===== config.mk =====
export PLATFORM = sky130hd
export DESIGN_NAME = rxwin_seq
export DESIGN_NICKNAME = d
export VERILOG_FILES = /design/src/rtl/rxwin_pkg.sv /design/src/rtl/rxwin_wtimer.sv /design/src/rtl/rxwin_hunt.sv /design/src/rtl/rxwin_seq.sv
export SDC_FILE = /design/constraint.sdc
export NUM_CORES = 1
export LEC_CHECK = 0
export BUFFER_PORTS_ARGS = -buffer_cell sky130_fd_sc_hd__buf_2
export CAP_MARGIN = 5
export CORE_MARGIN = 1
export CORE_UTILIZATION = 45
export CTS_CLUSTER_DIAMETER = 150
export CTS_CLUSTER_SIZE = 20
export DETAILED_ROUTE_END_ITERATION = 12
export PLACE_DENSITY_LB_ADDON = 0.1
export SLEW_MARGIN = 20
export SYNTH_ARGS = -nofsm -noshare
export SYNTH_HDL_FRONTEND = slang
export SYNTH_HIERARCHICAL = 1
export SYNTH_SLANG_ARGS = --single-unit

===== constraint.sdc =====
create_clock -name clk -period 12.2 [get_ports clk]
set_input_delay 2.44 -clock clk [delete_from_list [all_inputs] [get_ports clk]]
set_output_delay 2.44 -clock clk [all_outputs]
set_load 0.03 [all_outputs]

===== src/rtl/rxwin_pkg.sv =====
package rxwin_pkg;
  typedef enum logic [2:0] {
    PH_SLEEP   = 3'd0,
    PH_XTAL    = 3'd1,
    PH_TUNE    = 3'd2,
    PH_LISTEN  = 3'd3,
    PH_PROLONG = 3'd4
  } phase_e;

  typedef enum logic [2:0] {
    OC_OFF    = 3'd0,
    OC_END    = 3'd1,
    OC_ABORT  = 3'd2,
    OC_PEND   = 3'd3,
    OC_PABORT = 3'd4
  } outcome_e;
endpackage


===== src/rtl/rxwin_wtimer.sv =====
// Listen-window timer: captures length and exponent at session start,
// counts while running and flags the final window cycle.
module rxwin_wtimer #(
  parameter int LEN_W   = 8,
  parameter int EXP_W   = 5,
  parameter int EXP_MAX = 20
) (
  input  logic             clk,
  input  logic             rst_n,
  input  logic             cfg_ld,
  input  logic [LEN_W-1:0] len_in,
  input  logic [EXP_W-1:0] exp_in,
  input  logic             run,
  output logic             expire
);
  localparam int CNT_W = LEN_W + 2 + EXP_MAX;
  localparam logic [EXP_W-1:0] EXP_CAP = EXP_W'(EXP_MAX);

  logic [LEN_W-1:0] len_q, len_d;
  logic [EXP_W-1:0] exp_q, exp_d;
  logic [CNT_W-1:0] cnt_q, cnt_d, last;
  logic [EXP_W:0]   shamt;
  logic             cnt_en;

  always_comb begin
    len_d  = (len_in == '0) ? LEN_W'(1) : len_in;
    exp_d  = (exp_in > EXP_CAP) ? EXP_CAP : exp_in;
    cnt_en = cfg_ld | run;
    cnt_d  = cfg_ld ? '0 : cnt_q + CNT_W'(1);
    shamt  = {1'b0, exp_q} + (EXP_W+1)'(2);
    last   = (CNT_W'(len_q) << shamt) - CNT_W'(1);
    expire = run && (cnt_q == last);
  end

  always_ff @(posedge clk or negedge rst_n) begin
    if (!rst_n) begin
      len_q <= LEN_W'(1);
      exp_q <= '0;
      cnt_q <= '0;
    end else begin
      if (cfg_ld) begin
        len_q <= len_d;
        exp_q <= exp_d;
      end
      if (cnt_en) cnt_q <= cnt_d;
    end
  end
endmodule


===== src/rtl/rxwin_hunt.sv =====
// Tracks preamble / sync progress and the bounded wait for a sync word.
module rxwin_hunt #(
  parameter int SYNC_WAIT = 32
) (
  input  logic clk,
  input  logic rst_n,
  input  logic clr,
  input  logic active,
  input  logic preamble_det,
  input  logic sync_det,
  output logic pre_seen,
  output logic sync_seen,
  output logic hunt_exp,
  output logic hunt_to
);
  localparam int SW_W = $clog2(SYNC_WAIT) + 1;
  localparam logic [SW_W-1:0] SW_LAST = SW_W'(SYNC_WAIT - 1);

  logic            pre_q, pre_d, sync_q, sync_d, cnt_en;
  logic [SW_W-1:0] cnt_q, cnt_d;

  always_comb begin
    pre_d    = clr ? 1'b0 : (pre_q | (active & preamble_det));
    sync_d   = clr ? 1'b0 : (sync_q | (active & pre_q & sync_det));
    cnt_en   = clr | (active & pre_q & ~sync_q & (cnt_q != SW_LAST));
    cnt_d    = clr ? '0 : cnt_q + SW_W'(1);
    hunt_exp = pre_q & ~sync_q & (cnt_q == SW_LAST);
    hunt_to  = hunt_exp & ~sync_det;
  end

  assign pre_seen  = pre_q;
  assign sync_seen = sync_q;

  always_ff @(posedge clk or negedge rst_n) begin
    if (!rst_n) begin
      pre_q  <= 1'b0;
      sync_q <= 1'b0;
      cnt_q  <= '0;
    end else begin
      pre_q  <= pre_d;
      sync_q <= sync_d;
      if (cnt_en) cnt_q <= cnt_d;
    end
  end
endmodule


===== src/rtl/rxwin_seq.sv =====
// Session sequencer: sleep -> oscillator -> tuning -> listen [-> prolong] -> sleep.
module rxwin_seq
  import rxwin_pkg::*;
#(
  parameter int LEN_W     = 8,
  parameter int EXP_W     = 5,
  parameter int EXP_MAX   = 20,
  parameter int XTAL_CYC  = 20,
  parameter int TUNE_CYC  = 7,
  parameter int SYNC_WAIT = 32
) (
  input  logic             clk,
  input  logic             rst_n,
  input  logic             enable,
  input  logic             wake,
  input  logic             multi_pkt,
  input  logic [EXP_W-1:0] win_exp,
  input  logic [LEN_W-1:0] win_len,
  input  logic             preamble_det,
  input  logic             sync_det,
  input  logic             pkt_done,
  input  logic             pkt_err,
  output logic             rx_en,
  output logic [2:0]       phase,
  output logic [2:0]       outcome,
  output logic             outcome_vld,
  output logic             host_irq
);
  localparam int WU_MAX = (XTAL_CYC > TUNE_CYC) ? XTAL_CYC : TUNE_CYC;
  localparam int WU_W   = $clog2(WU_MAX) + 1;
  localparam logic [WU_W-1:0] XTAL_LAST = WU_W'(XTAL_CYC - 1);
  localparam logic [WU_W-1:0] TUNE_LAST = WU_W'(TUNE_CYC - 1);

  phase_e          st_q, st_d;
  outcome_e        oc_q, close_code;
  logic            vld_q, irq_q, irq_d, close, cfg_ld;
  logic [WU_W-1:0] wu_q, wu_d;
  logic            wu_en, wu_done;
  logic            win_run, win_hit, hunt_act, hunt_clr;
  logic            pre_seen, sync_seen, hunt_exp, hunt_to;

  assign win_run  = (st_q == PH_LISTEN);
  assign hunt_act = (st_q == PH_LISTEN) || (st_q == PH_PROLONG);
  assign hunt_clr = (st_q == PH_SLEEP);

  rxwin_wtimer #(.LEN_W(LEN_W), .EXP_W(EXP_W), .EXP_MAX(EXP_MAX)) wtimer_i (
    .clk(clk), .rst_n(rst_n), .cfg_ld(cfg_ld), .len_in(win_len),
    .exp_in(win_exp), .run(win_run), .expire(win_hit)
  );

  rxwin_hunt #(.SYNC_WAIT(SYNC_WAIT)) hunt_i (
    .clk(clk), .rst_n(rst_n), .clr(hunt_clr), .active(hunt_act),
    .preamble_det(preamble_det), .sync_det(sync_det),
    .pre_seen(pre_seen), .sync_seen(sync_seen),
    .hunt_exp(hunt_exp), .hunt_to(hunt_to)
  );

  // Warm-up phase counter
  always_comb begin
    wu_done = ((st_q == PH_XTAL) && (wu_q == XTAL_LAST)) ||
              ((st_q == PH_TUNE) && (wu_q == TUNE_LAST));
    wu_en   = (st_q == PH_XTAL) || (st_q == PH_TUNE) || (wu_q != '0);
    wu_d    = (wu_done || !((st_q == PH_XTAL) || (st_q == PH_TUNE))) ? '0
              : wu_q + WU_W'(1);
  end

  // Next-state logic
  always_comb begin
    st_d       = st_q;
    cfg_ld     = 1'b0;
    close      = 1'b0;
    close_code = OC_OFF;
    unique case (st_q)
      PH_SLEEP: begin
        if (enable && wake) begin
          st_d   = PH_XTAL;
          cfg_ld = 1'b1;
        end
      end
      PH_XTAL:  if (wu_done) st_d = PH_TUNE;
      PH_TUNE:  if (wu_done) st_d = PH_LISTEN;
      PH_LISTEN: begin
        if (pkt_err) begin
          close = 1'b1; close_code = OC_ABORT;
        end else if (pkt_done) begin
          close = 1'b1; close_code = OC_END;
        end else if (!multi_pkt && hunt_to) begin
          close = 1'b1; close_code = OC_ABORT;
        end else if (win_hit) begin
          if (sync_seen || (pre_seen && !hunt_exp)) st_d = PH_PROLONG;
          else begin
            close = 1'b1; close_code = OC_OFF;
          end
        end
      end
      PH_PROLONG: begin
        if (pkt_err) begin
          close = 1'b1; close_code = OC_PABORT;
        end else if (pkt_done) begin
          close = 1'b1; close_code = OC_PEND;
        end else if (hunt_to) begin
          close = 1'b1; close_code = OC_PABORT;
        end
      end
      default: st_d = PH_SLEEP;
    endcase
    if (close) st_d = PH_SLEEP;
    irq_d = close && ((close_code == OC_END) || (close_code == OC_PEND));
  end

  // State registers
  always_ff @(posedge clk or negedge rst_n) begin
    if (!rst_n) begin
      st_q  <= PH_SLEEP;
      oc_q  <= OC_OFF;
      vld_q <= 1'b0;
      irq_q <= 1'b0;
      wu_q  <= '0;
    end else begin
      st_q  <= st_d;
      vld_q <= close;
      irq_q <= irq_d;
      if (close) oc_q <= close_code;
      if (wu_en) wu_q <= wu_d;
    end
  end

  assign rx_en       = (st_q == PH_LISTEN) || (st_q == PH_PROLONG);
  assign phase       = st_q;
  assign outcome     = oc_q;
  assign outcome_vld = vld_q;
  assign host_irq    = irq_q;
endmodule


* Word level (Yosys, flattened, before mapping)
Index checks and enable logic that the tools add are counted.
Word-level totals: register bits after elaboration 65, word-level logic and storage cells 108
Cells by class: add/subtract/negate cells 5, order comparisons 1, equal/unequal tests 20, shifts and indexed selects 1, mux-type cells 35, bitwise operators 14, reductions and logical operators 21
Operators with widths (count):
- $mux 3 | 12
- $add 30x1->30 const B | 1
- $eq 30x30->1 | 1
- $mux 30 | 1
- $shl 8x6->30 | 1
- $sub 30x1->30 const B | 1
- $ne 3x3->1 const B | 8
- $pmux 3 s5 | 1
- $add 6x1->6 const B | 2
- $eq 6x5->1 const B | 2
- $mux 1 | 12
- $mux 6 | 2
- $eq 3x2->1 const B | 3
- $reduce_and 9->1 | 1
- $and 1x1->1 | 8
- $logic_not 8->1 | 1
- $mux 8 | 1
- $logic_and 1x1->1 | 7
- $logic_or 1x1->1 | 7
- $add 5x2->6 const B | 1
- $eq 3x1->1 const B | 2
- $eq 6x3->1 const B | 1
- $mux 2 | 3
- $ne 6x5->1 const B | 1
- other kinds (11) | 17

* Longest topological paths before layout
Gate-level depths: netlist of the first run.
word-level depth 14, mapped depth 19, mapped depth without buffers 17

* Hierarchy
The synthesis of the first run kept the hierarchy.
Modules (own cells, without submodules):
- rxwin_wtimer | instances 1, cells each 528, area each 4399.2 µm²
- rxwin_seq | instances 1, cells each 86, area each 859.6 µm²
- rxwin_hunt | instances 1, cells each 41, area each 426.7 µm²

* Worst setup path before layout of the first run
Ideal clock, no wire load.
path kind input port to flip-flop, start input enable, end register wtimer_i.cnt_q[27], setup time 0.132 ns, arrival 4.290 ns, data required time 12.068 ns, slack 7.778 ns, stages 11, path buffers 2, cells stage by stage and3_1 clkbuf_1 nor2_1 nor4_1 and3_1 clkbuf_1 nand2_1 nor2_1 nand3_1 xor2_1 nor2_1
On the way: word-level cells in the longest chain between the ends 4, elaborated cells on any way between the ends 5, classes of those cells 3 x mux; 1 x bitwise; 1 x reduce/logical
Ends and longest elaborated chain:
- start, declared | RTL line rxwin_seq.sv:14 | input logic enable,
- $logic_and 1x1->1 (*) | RTL line rxwin_seq.sv:75 | if (enable && wake) begin
- $mux 1 (*) | RTL line rxwin_seq.sv:75
- $mux 1 (*) | RTL line rxwin_seq.sv:73 | unique case (st_q)
- $mux 30 or $or 1x1->1 (tied branches) | RTL line rxwin_wtimer.sv:29, rxwin_wtimer.sv:28
- end signal, assigned | RTL line rxwin_wtimer.sv:45 | if (cnt_en) cnt_q <= cnt_d;
- end, declared | RTL line rxwin_wtimer.sv:21 | logic [CNT_W-1:0] cnt_q, cnt_d, last;
Every way passes the cells marked *; elsewhere a longest branch is shown, timed or not. A chain may end at the register's enable or synchronous reset.

* Worst setup path in the final report of the first run
start register wtimer_i.exp_q[1], end register oc_q[1], in the netlist outcome[1]
On the way: word-level cells in the longest chain between the ends 10
Ends and longest elaborated chain:
- start, declared | RTL line rxwin_wtimer.sv:20 | logic [EXP_W-1:0] exp_q, exp_d;
- start signal, assigned | RTL line rxwin_wtimer.sv:43 | exp_q <= exp_d;
- $add 5x2->6 | RTL line rxwin_wtimer.sv:30 | shamt = {1'b0, exp_q} + (EXP_W+1)'(2);
- $shl 8x6->30 | RTL line rxwin_wtimer.sv:31 | last = (CNT_W'(len_q) << shamt) - CNT_W'(1);
- $sub 30x1->30 | RTL line rxwin_wtimer.sv:31
- $eq 30x30->1 | RTL line rxwin_wtimer.sv:32 | expire = run && (cnt_q == last);
- $logic_and 1x1->1 | RTL line rxwin_wtimer.sv:32
- net win_hit | RTL line rxwin_seq.sv:39 | logic win_run, win_hit, hunt_act, hunt_clr;
- $mux 1 | RTL line rxwin_seq.sv:89 | end else if (win_hit) begin
- $mux 1 | RTL line rxwin_seq.sv:87 | end else if (!multi_pkt && hunt_to) begin
- $mux 1 | RTL line rxwin_seq.sv:85 | end else if (pkt_done) begin
- $mux 1 | RTL line rxwin_seq.sv:83 | if (pkt_err) begin
- $pmux 1 s2 | RTL line rxwin_seq.sv:73
- end signal, assigned | RTL line rxwin_seq.sv:123 | if (close) oc_q <= close_code;
- end, declared | RTL line rxwin_seq.sv:35 | outcome_e oc_q, close_code;
The timed path passes the listed nets, and every way through them passes these cells.

==> results.sh, run 1 <==
export IMPL_critPathTopFamily="compound AO/OA/AOI/OAI gates"
export IMPL_die_h_um=114
export IMPL_maxCapViolCount=0
export IMPL_syn_cell_area_um2=5690
export IMPL_required_ns=12.44
export IMPL_synth_top_area_cell="dfrtp_1"
export IMPL_clockBufferDepth=2
export IMPL_dp_cells=823
export IMPL_tns_ns=0
export IMPL_rsz0062_at_grt="no"
export IMPL_startpoint_type="flip-flop"
export IMPL_use_met1_pct=34.5
export IMPL_ys_ff_latch=65
export IMPL_root_buffer="clkbuf_16"
export IMPL_cts_sinks=65
export IMPL_synth_net_count=684
export IMPL_avgSynthCellArea_um2=8.68
export IMPL_relSlewSlack_pct=29.3
export IMPL_netlist_instances=655
export IMPL_synth_compound_area_share_pct=17.1
export IMPL_muxShareOfSynthArea_pct=9.15
export IMPL_finalCritPeriodShare_pct=47.5
export IMPL_final_hold_viol_count=0
export IMPL_rows=40
export IMPL_grt_max_degree=66
export IMPL_postCtsSetupBuffers=0
export IMPL_synth_edf_count=0
export IMPL_yosys_area_share_simple_pct=28.6
export IMPL_status="finished clean"
export IMPL_max_clock_freq_mhz=172
export IMPL_routed_wirelength_um=15000
export IMPL_grt_overflow=0
export IMPL_seq_area_frac_synth_pct=28.6
export IMPL_met3_usage_pct=3.97
export IMPL_fin_util_pct=50.9
export IMPL_final_cell_mix="64 x nor2_1, 64 x dfrtp_1, 58 x nand2_1"
export IMPL_setup_worst_path_class="flip-flop to flip-flop"
export IMPL_drt_vias_per_instance=5.97
export IMPL_synth_top_area_share_pct=28.2
export IMPL_initial_utilization_pct=46.7
export IMPL_ant_nets=0
export IMPL_grt_pass1_vias=4764
export IMPL_tightestPinTransition_ns=1.06
export IMPL_synthFlopType="dfrtp_1"
export IMPL_yosys_warnings=6
export IMPL_critPathLaunch="wtimer_i/exp_q[1]"
export IMPL_synth_distinct_cells=96
export IMPL_min_period_ns=5.80
export IMPL_worstPathArrival_ns=6.04
export IMPL_core_area_um2=12200
export IMPL_insertion_delay_ns=0.35
export IMPL_synth_async_reset_ratio_pct=100
export IMPL_hold_path_class="flip-flop to flip-flop"
export IMPL_drv_slew=0
export IMPL_antenna_cells=0
export IMPL_synthXorXnorAreaFrac_pct=10.9
export IMPL_finalSetupViolations=0
export IMPL_area_delta_synth_final_pct=8.98
export IMPL_ios=31
export IMPL_grtUsageMet2_pct=37.3
export IMPL_vias=5000
export IMPL_synth_top_family_by_area="simple AND/OR/NAND/NOR gates"
export IMPL_numCtsBuffers=9
export IMPL_r2r_start="wtimer_i/exp_q[1]"
export IMPL_cp_end_kind="flip-flop"
export IMPL_grt_busiest_layer="met2"
export IMPL_crit_path_max_incr_delay_ns=0.90
export IMPL_path_clk_slew_ns=0.05
export IMPL_die_area_um2=13100
export IMPL_grt_total_usage_pct=24.6
export IMPL_htreeDepth=3
export IMPL_synth_area_top_cells="dfrtp_1 28%, xor2_1 5.5%, xnor2_1 4.9%"
export IMPL_avgRoutedWirePerCell_um=17.9
export IMPL_antenna_found_initial=0
export IMPL_gp_congestion=0.879
export IMPL_fin_hold_ws_ns=0.477
export IMPL_cp_cell_sequence="buf_4, ha_1, mux4_2, a22o_1, nor2b_1, a311oi_1, nand4_1, nor4_1, mux2i_1, nand4_1, a2111oi_0, and4bb_1, nor2b_1, a2111oi_2, o22a_2, a21o_1"
export IMPL_drtIter0Drc=371
export IMPL_grt_pass1_wl_um=24900
export IMPL_synthAdderAreaFrac_pct=1.54
export IMPL_nFillCells=1181
export IMPL_dp_hpwl_um=10900
export IMPL_cts_hold_buffers=0
export IMPL_cts_resized=0
export IMPL_port_buffers=30
export IMPL_finalNonFillerCells=837
export IMPL_die_x_um=114
export IMPL_min_from="outcome[0]"
export IMPL_cts_tree="built"
export IMPL_path_buf_inv=1
export IMPL_crit_fanout=32
export IMPL_drive_above_1_share_pct=15.8
export IMPL_final_nets=695
export IMPL_drc=0
export IMPL_drt_pass1_iterations=5
export IMPL_skew_ns=0.00394
export IMPL_cpMaxStageDelayCell="ha_1"
## cell type report
type                            count  area (µm²)  area share, %
Clock inverter                      3        42.5          0.687
Clock buffer                       11         243           3.92
Timing Repair Buffer               34         180           2.91
Sequential cell                    65        1630           26.3
Multi-Input combinational cell    539        3830           61.8
Tap cell                          168         210           3.39
Inverter                           17        63.8           1.03
## cells by family after synthesis
logic type | after synthesis
buf+inv | 51
compound gates | 136
fa+ha+maj | 7
simple gates | 287
xor+xnor | 69
mux | 40
flops | 65
## synthesized netlist by cell type (9+ instances only)
| master | n |
|---|---|
| inv_1 | 17 |
| nor2b_1 | 9 |
| o21ai_0 | 20 |
| xor2_1 | 36 |
| nand4_1 | 9 |
| nand2b_1 | 15 |
| nand2_1 | 58 |
| xnor2_1 | 32 |
| a31oi_1 | 9 |
| nor3_1 | 18 |
| buf_2 | 10 |
| nor2_1 | 64 |
| dfrtp_1 | 64 |
| mux2i_1 | 16 |
| and3_1 | 13 |
| mux2_2 | 16 |
| clkbuf_1 | 15 |
| a21oi_1 | 30 |
| nand3_1 | 33 |
## worst paths after layout
path,slack [ns],endpoint,depth (start not counted)
worst max register to register,6.40,outcome[1],16
max in group asynchronous,9.36,wu_q[1],2
worst min-delay path,0.48,outcome[0],1
worst max-delay path,6.40,outcome[1],16
worst min register to register,0.48,outcome[0],1
min in group asynchronous,2.29,wtimer_i/len_q[2],2
## metal layers
layer	up-vias	wire (µm)
li1	2435	-
met1	2446	7310
met2	99	6740
met3	20	597
met4	0	345
met5	-	0
## stage by stage
step	area [µm²]	worst slack [ns]
after global placement	5910	6.82
after global routing	6200	5.91
after floorplan	5690	7.78
after CTS	6190	6.48
final	6200	6.40
after detailed placement	5910	6.52
## registers in the layout, indices dropped and copies added, names as in the netlist, 3 cells and up
name	cells
outcome	3
wu_q	6
phase	3
wtimer_i/len_q	8
wtimer_i/exp_q	5
hunt_i/cnt_q	6
wtimer_i/cnt_q	30
Power of run 1 is left out: the tool's default activity adds up to more than one toggle a clock period on the data nets, which glitch-free logic cannot reach.
==> run 2, diff against run 1 <==
==> constraint.sdc (replaced) <==
create_clock -name clk -period 5.8 [get_ports clk]
set_input_delay 1.16 -clock clk [delete_from_list [all_inputs] [get_ports clk]]
set_output_delay 1.16 -clock clk [all_outputs]
set_load 0.03 [all_outputs]
==> results.sh, run 2 (synthesis results as in run 1) <==
export IMPL_die_h_um=114
export IMPL_min_from="outcome[0]"
export IMPL_setup_worst_path_class="flip-flop to flip-flop"
export IMPL_multi_input_area_um2=3830
export IMPL_hold_path_endpoint="outcome[0]"
export IMPL_path_clk_slew_ns=0.05
export IMPL_root_buffer="clkbuf_16"
export IMPL_drv_slew=0
export IMPL_p_sw_share_pct=50.2
export IMPL_die_x_um=114
export IMPL_fin_hold_ws_ns=0.477
export IMPL_min_period_ns=5.35
export IMPL_reg_largest_list="wtimer_i/cnt_q: 30 flops, wtimer_i/len_q: 8 flops"
export IMPL_ant_nets=0
export IMPL_r2r_start="wtimer_i/exp_q[2]"
export IMPL_grt_max_degree=66
export IMPL_worstPathArrival_ns=5.57
export IMPL_status="finished clean"
export IMPL_r2r_end="outcome[1]"
export IMPL_p_clk_share_pct=11.3
export IMPL_crit_fanout=27
export IMPL_finalCritPeriodShare_pct=92.2
export IMPL_dp_hpwl_um=10800
export IMPL_drive_above_1_share_pct=16.4
export IMPL_drt_pass1_iterations=5
export IMPL_dp_cells=828
export IMPL_nFillCells=1210
export IMPL_internal_power_uw=2230
export IMPL_grt_pass1_wl_um=24700
export IMPL_numCtsBuffers=9
export IMPL_rows=40
export IMPL_cts_hold_buffers=0
export IMPL_cts_sinks=65
export IMPL_htreeDepth=3
export IMPL_reg2reg_slack_ns=0.45
export IMPL_final_nets=700
export IMPL_vias=4956
export IMPL_avgRoutedWirePerCell_um=17.5
export IMPL_largest_reg_flops=30
export IMPL_grt_pass1_vias=4724
export IMPL_tightestPinTransition_ns=1.09
export IMPL_port_buffers=30
export IMPL_seqPwrFrac_pct=17.2
export IMPL_p_leak_uw=0.00257
export IMPL_required_ns=6.03
export IMPL_max_clock_freq_mhz=187
export IMPL_tns_ns=0
export IMPL_startpoint_type="flip-flop"
export IMPL_final_hold_viol_count=0
export IMPL_drt_vias_per_instance=5.87
export IMPL_maxCapViolCount=0
export IMPL_register_area_um2=1630
export IMPL_area_delta_synth_final_pct=9.53
export IMPL_relSlewSlack_pct=27.6
export IMPL_hold_path_class="flip-flop to flip-flop"
export IMPL_final_cell_mix="64 x nor2_1, 64 x dfrtp_1, 58 x nand2_1"
export IMPL_drtIter0Drc=338
export IMPL_core_area_um2=12200
export IMPL_antenna_cells=0
export IMPL_initial_utilization_pct=46.7
export IMPL_grt_overflow=0
export IMPL_finalNonFillerCells=844
export IMPL_postCtsSetupBuffers=0
export IMPL_regMostFlops="wtimer_i/cnt_q"
export IMPL_rr_worst_depth=15
export IMPL_skew_ns=0.00763
export IMPL_grt_total_usage_pct=24.1
export IMPL_cts_resized=0
export IMPL_p_comb_share_pct=71.5
export IMPL_ios=31
export IMPL_antenna_found_initial=0
export IMPL_insertion_delay_ns=0.34
export IMPL_drc=0
export IMPL_gp_congestion=0.881
export IMPL_routed_wirelength_um=14700
export IMPL_p_sw_uw=2250
export IMPL_min_path_cells=1
export IMPL_power_density_nw_per_um2=720
export IMPL_cts_tree="built"
export IMPL_cp_end_kind="flip-flop"
export IMPL_clockBufferDepth=2
export IMPL_rsz0062_at_grt="no"
export IMPL_peakVddDrop_mv=0.248
export IMPL_finalSetupViolations=0
export IMPL_die_area_um2=13100
==> run 2: changes by cell type in the layout (fill, tap and decap cells not counted), sizes merged <==
cell | before | now
buf | 34 | 39
bufinv | 1 | 0
clkbuf | 11 | 14
==> run 2: worst max path at each step <==
stage / from / to / slack [ns] / cells after the start
6_report: wtimer_i/exp_q[2] / outcome[1] / 0.45 / 15
5_1_grt: wtimer_i/exp_q[2] / outcome[1] / 0.07 / 15
4_1_cts: wtimer_i/exp_q[2] / outcome[1] / 0.50 / 15
3_5_place_dp: wtimer_i/exp_q[2] / outcome[1] / 0.56 / 15
3_3_place_gp: wtimer_i/exp_q[2] / outcome[1] / 0.67 / 14
2_1_floorplan: wtimer_i/exp_q[1] / outcome[0] / 1.51 / 17
==> run 2: worst max-delay path: stages, from the launching register on <==
cell and delay (ns):
dfrtp_1 0.48, ha_1 0.94, mux2i_1 0.26, a211oi_1 0.12, o21ai_0 0.51, a31oi_1 0.22
nand4b_1 0.43, nor4_1 0.45, mux2i_1 0.28, nand4_1 0.11, a2111oi_0 0.41, and4bb_1 0.30
nor2b_1 0.21, a2111oi_2 0.09, o22a_2 0.24, a21o_1 0.18
==> run 2: per-layer routing <==
layer	GRT usage, %	part of all wire, %	vias to the layer above
li1	-	-	2433
met1	34.3	50	2417
met2	37.7	46	94
met3	4.55	3.6	12
met4	5.71	0.86	0
met5	0	0	-
==> run 2: metrics by stage <==
step	cell area [µm²]	util, %	worst slack [ns]	power (µW)
after floorplan	5690	-	1.51	3280
after global placement	5940	48.9	0.673	3900
after detailed placement	5940	48.9	0.561	3910
after CTS	6220	51.1	0.504	4450
after global routing	6230	51.2	0.0732	4840
final	6230	51.2	0.452	4490
==> run 2: power by group through the flow <==
| stage | clock [µW] | combinational [µW] | sequential, µW |
|---|---|---|---|
| after floorplan | 0 | 2600 | 677 |
| after global placement | 0 | 3120 | 772 |
| after detailed placement | 0 | 3140 | 774 |
| after CTS | 523 | 3160 | 769 |
| after global routing | 548 | 3500 | 797 |
| final | 506 | 3210 | 771 |
==> run 2: area by class of cell <==
cell class | count | area share [%]
Clock inverter | 2 | 0.201
Sequential cell | 65 | 26.1
Inverter | 17 | 1.02
Clock buffer | 14 | 4.24
Tap cell | 168 | 3.38
Multi-Input combinational cell | 539 | 61.5
Timing Repair Buffer | 39 | 3.50
No activity file was read; power rests on OpenSTA's default activity.
